==> src/rtl/btm_pkg.sv <==
package btm_pkg;
  localparam int RegW      = 32;
  localparam int TimeLsb   = 8;
  localparam int EnBit     = 7;
  localparam logic [RegW-1:0] CfgReset = 32'hFFFF_000F;
  localparam logic [RegW-1:0] RsvdMask = 32'h0000_0070;

  typedef struct packed {
    logic loadCfg;
    logic clrTimer;
    logic runTimer;
  } strobe_t;
endpackage

==> src/rtl/btm_datapath.sv <==
module btm_datapath
  import btm_pkg::*;
#(
  parameter int PreW  = 3,
  parameter int TimeW = 8
) (
  input  logic            clk,
  input  logic            rstN,
  input  strobe_t         stb,
  input  logic [RegW-1:0] wrData,
  output logic [RegW-1:0] rdData,
  output logic            cfgEnable,
  output logic            expire
);
  logic [RegW-1:0]  cfgQ;
  logic [PreW-1:0]  preQ;
  logic [TimeW-1:0] cntQ;
  logic [TimeW-1:0] timeField;
  logic [TimeW-1:0] limit;

  always_ff @(posedge clk) begin
    if (!rstN) begin
      cfgQ <= CfgReset;
    end else if (stb.loadCfg) begin
      cfgQ <= wrData & ~RsvdMask;
    end
  end

  always_ff @(posedge clk) begin
    if (!rstN || stb.clrTimer) begin
      preQ <= '0;
      cntQ <= '0;
    end else if (stb.runTimer) begin
      preQ <= preQ + 1'b1;
      if (&preQ) cntQ <= cntQ + 1'b1;
    end
  end

  assign timeField = cfgQ[TimeLsb +: TimeW];
  assign limit     = (timeField == '0) ? TimeW'(1) : timeField;
  assign expire    = (&preQ) && (cntQ == limit - 1'b1);
  assign cfgEnable = cfgQ[EnBit];
  assign rdData    = cfgQ;

  // reserved bits never hold a one
  a_r4_reserved_zero: assert property (@(posedge clk) disable iff (!rstN)
    (rdData & RsvdMask) == '0);
  // while running, the interval count stays below the limit
  a_r6_count_bound: assert property (@(posedge clk) disable iff (!rstN)
    stb.runTimer |-> (cntQ < limit));
endmodule

==> src/rtl/btm_ctrl.sv <==
module btm_ctrl
  import btm_pkg::*;
(
  input  logic    clk,
  input  logic    rstN,
  input  logic    regWrEn,
  input  logic    cycStart,
  input  logic    cycToExt,
  input  logic    cycAck,
  input  logic    cfgEnable,
  input  logic    expire,
  output strobe_t stb,
  output logic    locked,
  output logic    xferErr
);
  logic activeQ;
  logic errQ;
  logic lockQ;
  logic monStart;

  assign monStart = cycStart && cycToExt;

  always_ff @(posedge clk) begin
    if (!rstN) begin
      activeQ <= 1'b0;
      errQ    <= 1'b0;
      lockQ   <= 1'b0;
    end else begin
      errQ  <= 1'b0;
      lockQ <= lockQ | regWrEn;
      if (monStart) begin
        activeQ <= 1'b1;
      end else if (activeQ) begin
        if (cycAck) begin
          activeQ <= 1'b0;
        end else if (expire) begin
          activeQ <= 1'b0;
          errQ    <= cfgEnable;
        end
      end
    end
  end

  assign stb.loadCfg  = regWrEn && !lockQ;
  assign stb.clrTimer = monStart;
  assign stb.runTimer = activeQ;
  assign locked       = lockQ;
  assign xferErr      = errQ;

  // the error is a single-clock pulse
  a_r5_one_pulse: assert property (@(posedge clk) disable iff (!rstN)
    xferErr |=> !xferErr);
  // an error is only raised with the monitor enabled
  a_r8_gated: assert property (@(posedge clk) disable iff (!rstN)
    xferErr |-> $past(cfgEnable));
  // an acknowledge on a pending cycle suppresses the error
  a_r7_ack_clean: assert property (@(posedge clk) disable iff (!rstN)
    (activeQ && cycAck && !monStart) |=> !xferErr);
  // an unqualified start on an idle monitor leaves it idle
  a_r9_ext_only: assert property (@(posedge clk) disable iff (!rstN)
    (cycStart && !cycToExt && !activeQ) |=> !activeQ);
endmodule

==> src/rtl/busTimeoutMonitor.sv <==
module busTimeoutMonitor
  import btm_pkg::*;
#(
  parameter int PreW  = 3,
  parameter int TimeW = 8
) (
  input  logic        clk,
  input  logic        rstN,
  input  logic        regWrEn,
  input  logic [31:0] regWrData,
  output logic [31:0] regRdData,
  input  logic        cycStart,
  input  logic        cycToExt,
  input  logic        cycAck,
  output logic        xferErr
);
  strobe_t stb;
  logic    cfgEnable;
  logic    expire;
  logic    locked;

  btm_ctrl u_ctrl (
    .clk(clk), .rstN(rstN), .regWrEn(regWrEn),
    .cycStart(cycStart), .cycToExt(cycToExt), .cycAck(cycAck),
    .cfgEnable(cfgEnable), .expire(expire),
    .stb(stb), .locked(locked), .xferErr(xferErr)
  );

  btm_datapath #(.PreW(PreW), .TimeW(TimeW)) u_dp (
    .clk(clk), .rstN(rstN), .stb(stb), .wrData(regWrData),
    .rdData(regRdData), .cfgEnable(cfgEnable), .expire(expire)
  );

  // once locked, the register contents never change
  a_r3_frozen: assert property (@(posedge clk) disable iff (!rstN)
    locked |=> $stable(regRdData));
endmodule

==> config.mk <==
export PLATFORM = sky130hd
export DESIGN_NAME = busTimeoutMonitor
export DESIGN_NICKNAME = d
export VERILOG_FILES = /design/src/rtl/btm_pkg.sv /design/src/rtl/btm_datapath.sv /design/src/rtl/btm_ctrl.sv /design/src/rtl/busTimeoutMonitor.sv
export SDC_FILE = /design/constraint.sdc
export NUM_CORES = 1
export LEC_CHECK = 0
export BUFFER_PORTS_ARGS = -buffer_cell sky130_fd_sc_hd__buf_4
export CAP_MARGIN = 25
export CORE_MARGIN = 5
export CORE_UTILIZATION = 49
export DETAILED_ROUTE_END_ITERATION = 6
export HOLD_SLACK_MARGIN = 0.1
export PLACE_DENSITY = 0.87
export SYNTH_ARGS = -nofsm -noshare
export SYNTH_HDL_FRONTEND = slang
export SYNTH_SLANG_ARGS = --single-unit
==> constraint.sdc <==
create_clock -name clk -period 2.8 [get_ports clk]
set_input_delay 0.28 -clock clk [delete_from_list [all_inputs] [get_ports clk]]
set_output_delay 0.28 -clock clk [all_outputs]
set_load 0.01 [all_outputs]
==> flow_summary.yaml, run 1 <==
global_routing:
  grt_start_max_net_pins: 34
  grt_pass1_vias: 1821
  grt_pass1_wl_um: 8250
  antenna_found_initial: 0
  grt_use_total_pct: 19.5
  grt-ovfl-total: 0
die:
  die_x_um: 73.9
  io_pins: 71
  core_um2: 3970
  dieArea_um2: 5460
  fp-row-count: 23
  dieHeight_um: 73.9
  initial_core_util_pct: 50.3
route:
  met3WireLength_um: 444
  drt_iter0_markers: 143
  via_per_inst: 5.20
  ant_nets: 0
  wl_met1_um: 1940
  detail_route.wirelength_um: 4900
  drt_pass1_iterations: 4
  vias: 1819
  route.met2.wl_um: 2440
  wl_per_cell_um: 14.0
  highest_layer: "met4"
  drcViolationCount: 0
yosys:
  synth-xor-area-share_pct: 6.13
  synth_cell_types: 45
  synth.avg_cell_area_um2: 8.33
  synth_simple_gate_area_share_pct: 31.4
  synth_top_family_by_area: "simple AND/OR/NAND/NOR gates"
  seq_area_frac_synth_pct: 43.1
  synthCells: 240
  synth_edf_count: 0
  ys_seq_elements: 43
  ys_async_sr_fraction_pct: 0
  yosys.area_share.adder_pct: 2.50
  synthMuxAreaShare_pct: 1.50
  syn_area_um2: 2000
  ys.flop_type: "dfxtp_1"
  synth_warnings: 0
  synth_compound_gate_area_share_pct: 9.95
critical_path:
  worstSetupStartpointType: "flop"
  critical_path.startpoint: "u_dp.rdData[13]"
  crit_fanout: 6
  reg2reg_depth: 9
  cp.required_ns: 2.99
  r2r_start: "u_dp.rdData[13]"
  crit_type: "flop to flop"
  setup.worst_path.end_class: "flop"
  crit_arrival_ns: 2.82
power:
  p_per_area_nw_per_um2: 544
  power.leakage_nw: 1.16
  ir_worst_vdd_v: 0.000468
  power.total_mw: 1.43
clock_tree:
  clock_path_buffers: 2
  clk_pin_slew_ns: 0.09
  clock_latency_ns: 0.30
  cts.sinks: 43
  root_buffer: "clkbuf_8"
  cts_tree: "done"
  numCtsBuffers: 5
  post_cts_buffers: 0
  htreeDepth: 2
place:
  post-dp-hpwl_um: 3660
  dpl_cell_area_um2: 2490
  place_congestion: 0.919
  port_buffers: 64
sta:
  slew_headroom_pct: 64.4
  finalSetupTns_ns: 0
  finalMaxSlewViolations: 0
  post-route-period-util_pct: 93.8
  setup_viol: 0
  tightest_slew_ns: 0.531
  min_period_ns: 2.63
  fin_skew_ns: 0.00352
  finalHoldViolCount: 0
  grt_setup_unrepaired: "false"
  clock.fmax_ghz: 0.381
run_status:
  run_status: "complete, no violations"
finish:
  layout_commonest_cell: "buf_4"
  nets: 341
  finalInstanceArea_um2: 2630
  syn_to_final_growth_pct: 31.6
  drive_gt1_share_pct: 29.3
  layout_common_cells: "68 x buf_4, 64 x nand2_1, 43 x dfxtp_1"
  diodes: 0
worst_hold_path:
  whs_path_depth: 3
  hold_class: "input port to flop"
  min_from: "regWrData[28]"
job:
  max_cap_violations: 0
worst max-delay path, stage by stage (launching register included):
cell and delay [ns]:
dfxtp_1 0.38, or4_4 0.54, o31ai_4 0.22, inv_1 0.07
ha_1 0.25, xnor2_1 0.14, o2bb2ai_1 0.16, a211o_1 0.35
nor4bb_4 0.31, o21ai_1 0.10
final timing paths:
kind	to	slack [ns]
worst min-delay path	u_dp.rdData[28]	0.18
worst min register to register	u_dp.rdData[23]	0.47
worst max register to register	u_ctrl.activeQ	0.17
worst max-delay path	u_ctrl.activeQ	0.17
where the power goes:
group          internal [mW]  leakage, nW  total, mW  switching, mW
sequential             0.644        0.354      0.669         0.0249
combinational          0.134        0.752      0.267          0.132
clock                  0.269       0.0548      0.497          0.228
total                   1.05         1.16       1.43          0.385
what timing repair did:
action                                  4_1_cts  5_1_grt
hold buffers                                  0        0
endpoints found under the setup margin        0        2
resized for setup                             0        4
synth_stat cells (all sizes together), types with 2 or more instances:
library cell | n | area, µm²
nand2 | 64 | 240
mux2i | 3 | 30.0
a21boi | 9 | 67.6
ha | 4 | 50.1
nor4bb | 2 | 20.0
xor2 | 5 | 43.8
nor2b | 3 | 18.8
nor3 | 2 | 10.0
clkbuf | 9 | 33.8
and3 | 4 | 25.0
nand2b | 3 | 18.8
xnor2 | 9 | 78.8
o21ai | 2 | 10.0
inv | 3 | 11.3
buf | 9 | 60.1
nand4 | 4 | 25.0
nor4b | 2 | 23.8
nor2 | 13 | 48.8
nor4 | 4 | 31.3
dfxtp | 43 | 861
nand3b | 2 | 15.0
a21oi | 3 | 15.0
nand3 | 22 | 110
routing by layer:
layer	track usage, %	vias to the layer above
met1	21.5	838
met5	0	-
met2	33.4	55
met3	7.80	8
li1	-	918
met4	7.24	0
cells by family after synthesis:
| family | count (synthesis) |
|---|---|
| simple gates | 130 |
| flops | 43 |
| fa+ha+maj | 4 |
| buf+inv | 21 |
| compound gates | 24 |
| xor+xnor | 14 |
| mux | 3 |
| other cells | 1 |
final cells by class:
| type | instances | area (µm²) |
|---|---|---|
| Fill cell | 345 | 1340 |
| Multi-Input combinational cell | 178 | 1070 |
| Sequential cell | 43 | 861 |
| Timing Repair Buffer | 68 | 510 |
| Clock buffer | 5 | 68.8 |
| Tap cell | 50 | 62.6 |
| Clock inverter | 3 | 46.3 |
| Inverter | 3 | 11.3 |
through the flow:
step / std cells / hold WS [ns] / worst slack (ns) / util (%)
after floorplan: 242 / 0.404 / 0.277 / -
after global placement: 342 / 0.450 / 0.274 / 62.7
after detailed placement: 342 / 0.457 / 0.146 / 62.7
after CTS: 350 / 0.175 / 0.120 / 65.6
after global routing: 350 / 0.175 / 0.0112 / 66.3
final: 350 / 0.181 / 0.175 / 66.3
flip-flops by register name, indices dropped and copies added, names as in the netlist:
signal / cells
u_dp.preQ: 3
u_dp.cntQ: 8
u_ctrl.activeQ: 1
u_dp.rdData: 29
u_ctrl.locked: 1
u_ctrl.xferErr: 1
No activity file was read; power rests on OpenSTA's default activity.
==> run 2, diff against run 1 <==
--- a/config.mk
+++ b/config.mk
@@ -10,4 +10,5 @@
 export CORE_MARGIN = 5
 export CORE_UTILIZATION = 49
+export CTS_CLUSTER_DIAMETER = 200
 export DETAILED_ROUTE_END_ITERATION = 6
 export HOLD_SLACK_MARGIN = 0.1
==> constraint.sdc (replaced) <==
create_clock -name clk -period 2.8 [get_ports clk]
set_input_delay 0.42 -clock clk [delete_from_list [all_inputs] [get_ports clk]]
set_output_delay 0.42 -clock clk [all_outputs]
set_load 0.01 [all_outputs]
==> run 2 against run 1 <==
Net effect:
- register-to-register slack improved by 0.02 ns
- count of clock-buffer cells in the layout up 1
- core utilization decreased by 0.094 points
- non-clock buffer count did not move
- clock power rose by 14%
- critical path depth is the same
- largest power group unchanged
==> flow_summary.yaml, run 2 (synthesis results as in run 1) <==
global_routing:
  grt_pass1_wl_um: 8180
  grt-ovfl-total: 0
  antenna_found_initial: 0
  grt_pass1_vias: 1939
  grt_use_total_pct: 19.3
  grt_start_max_net_pins: 34
route:
  via_per_inst: 5.21
  drt_pass1_iterations: 4
  ant_nets: 0
  drcViolationCount: 0
  drt_iter0_markers: 115
  vias: 1825
  detail_route.wirelength_um: 4750
  wl_per_cell_um: 13.6
finish:
  largest_reg_flops: 29
  layout_common_cells: "68 x buf_4, 64 x nand2_1, 43 x dfxtp_1"
  fillerInstances: 344
  diodes: 0
  syn_to_final_growth_pct: 31.4
  drive_gt1_share_pct: 28.3
  nets: 341
  layout_commonest_cell: "buf_4"
clock_tree:
  post_cts_buffers: 0
  clock_path_buffers: 2
  numCtsBuffers: 5
  clock_latency_ns: 0.30
  root_buffer: "clkbuf_8"
  clk_pin_slew_ns: 0.08
  cts.sinks: 43
  htreeDepth: 2
  cts_tree: "done"
sta:
  slew_headroom_pct: 60.2
  finalHoldViolCount: 0
  setup_ws_ns: 0.193
  finalMaxSlewViolations: 0
  min_period_ns: 2.61
  tightest_slew_ns: 0.595
  setup_viol: 0
  post-route-period-util_pct: 93.1
  fin_skew_ns: 0.00530
  clock.fmax_ghz: 0.384
  finalSetupTns_ns: 0
  grt_setup_unrepaired: "false"
critical_path:
  crit_arrival_ns: 2.79
  path_cells: "or4_4, o31ai_4, inv_1, ha_1, nor2b_1, and3_1, nor4_1, nor4bb_1, o21ai_1"
  r2r_start: "u_dp.rdData[13]"
  worstSetupStartpointType: "flop"
  cp.required_ns: 2.98
  setup.worst_path.end_class: "flop"
  r2r_slack_ns: 0.19
  critical_path.startpoint: "u_dp.rdData[13]"
  slowest_stage: "or4_4"
  crit_fanout: 6
  reg2reg_depth: 9
  r2r-end: "u_ctrl.activeQ"
  critPathCapture: "u_ctrl.activeQ"
  crit_type: "flop to flop"
  slowest_delay_ns: 0.55
place:
  port_buffers: 64
  post-dp-hpwl_um: 3690
  dp_slack_ns: 0.195
  place_congestion: 0.904
die:
  die_x_um: 73.9
  dieArea_um2: 5460
  initial_core_util_pct: 50.3
  core_um2: 3970
  io_pins: 71
  fp-row-count: 23
  dieHeight_um: 73.9
worst_hold_path:
  min_from: "regWrData[23]"
  hold_class: "input port to flop"
power:
  p_per_area_nw_per_um2: 569
  ir_worst_vdd_v: 0.000347
  power.leakage_nw: 1.16
job:
  max_cap_violations: 0
run_status:
  run_status: "complete, no violations"
run 2: changes by cell type in the layout (fill, tap and decap cells not counted):
cell and change:
bufinv_16 +1, clkbuf_1 +1, clkinvlp_4 -1, inv_6 -1, nor4_1 +1, nor4_2 -1, nor4bb_1 +1, nor4bb_4 -1
run 2: how the worst min path moves through the flow:
stage / endpoint / slack [ns] / depth (start not counted)
floorplan: u_ctrl.locked / 0.44 / 1
global placement: u_dp.rdData[3] / 0.45 / 2
detailed placement: u_dp.rdData[16] / 0.46 / 2
CTS: u_dp.rdData[23] / 0.31 / 3
global route: u_dp.rdData[30] / 0.33 / 3
finish: u_dp.rdData[23] / 0.33 / 3
run 2: layout make-up:
cell class	instances	area, µm²	share of cell area (%)
Clock buffer	6	72.6	2.76
Clock inverter	2	60.1	2.29
Inverter	3	11.3	0.429
Multi-Input combinational cell	178	1050	40.0
Sequential cell	43	861	32.8
Tap cell	50	62.6	2.38
Timing Repair Buffer	68	510	19.4
run 2: timing repair:
item	4_1_cts	5_1_grt
resized for setup	0	1
setup endpoints to repair	0	1
hold buffers	0	0
run 2: routing by layer:
metal	wire [µm]	up-vias	global-route usage, %
met5	0	-	0
met4	68	0	7.04
met3	427	10	8.62
met2	2310	61	32.9
met1	1940	833	20.9
li1	-	921	-
run 2: metrics by stage:
stage / utilization [%] / hold WS, ns / power, mW / cells / area (µm²)
after floorplan: - / 0.441 / 0.834 / 242 / 2010
after global placement: 62.7 / 0.450 / 0.935 / 342 / 2490
after detailed placement: 62.7 / 0.457 / 0.944 / 342 / 2490
after CTS: 66.0 / 0.315 / 1.51 / 350 / 2620
after global routing: 66.2 / 0.325 / 1.57 / 350 / 2630
final: 66.2 / 0.326 / 1.49 / 350 / 2630
run 2: where the power goes:
part / internal (mW) / switching (mW) / total (mW)
clock network: 0.356 / 0.210 / 0.567
logic: 0.132 / 0.128 / 0.260
registers: 0.644 / 0.0246 / 0.669
run 2: critical path: cells and delay by family, from the launching register on:
family | cells | cell delay, ns
buffers and inverters | 1 | 0.07
DFF | 1 | 0.38
and+or+nand+nor | 5 | 1.47
adders and majority gates | 1 | 0.25
AOI/OAI and AO/OA | 2 | 0.34
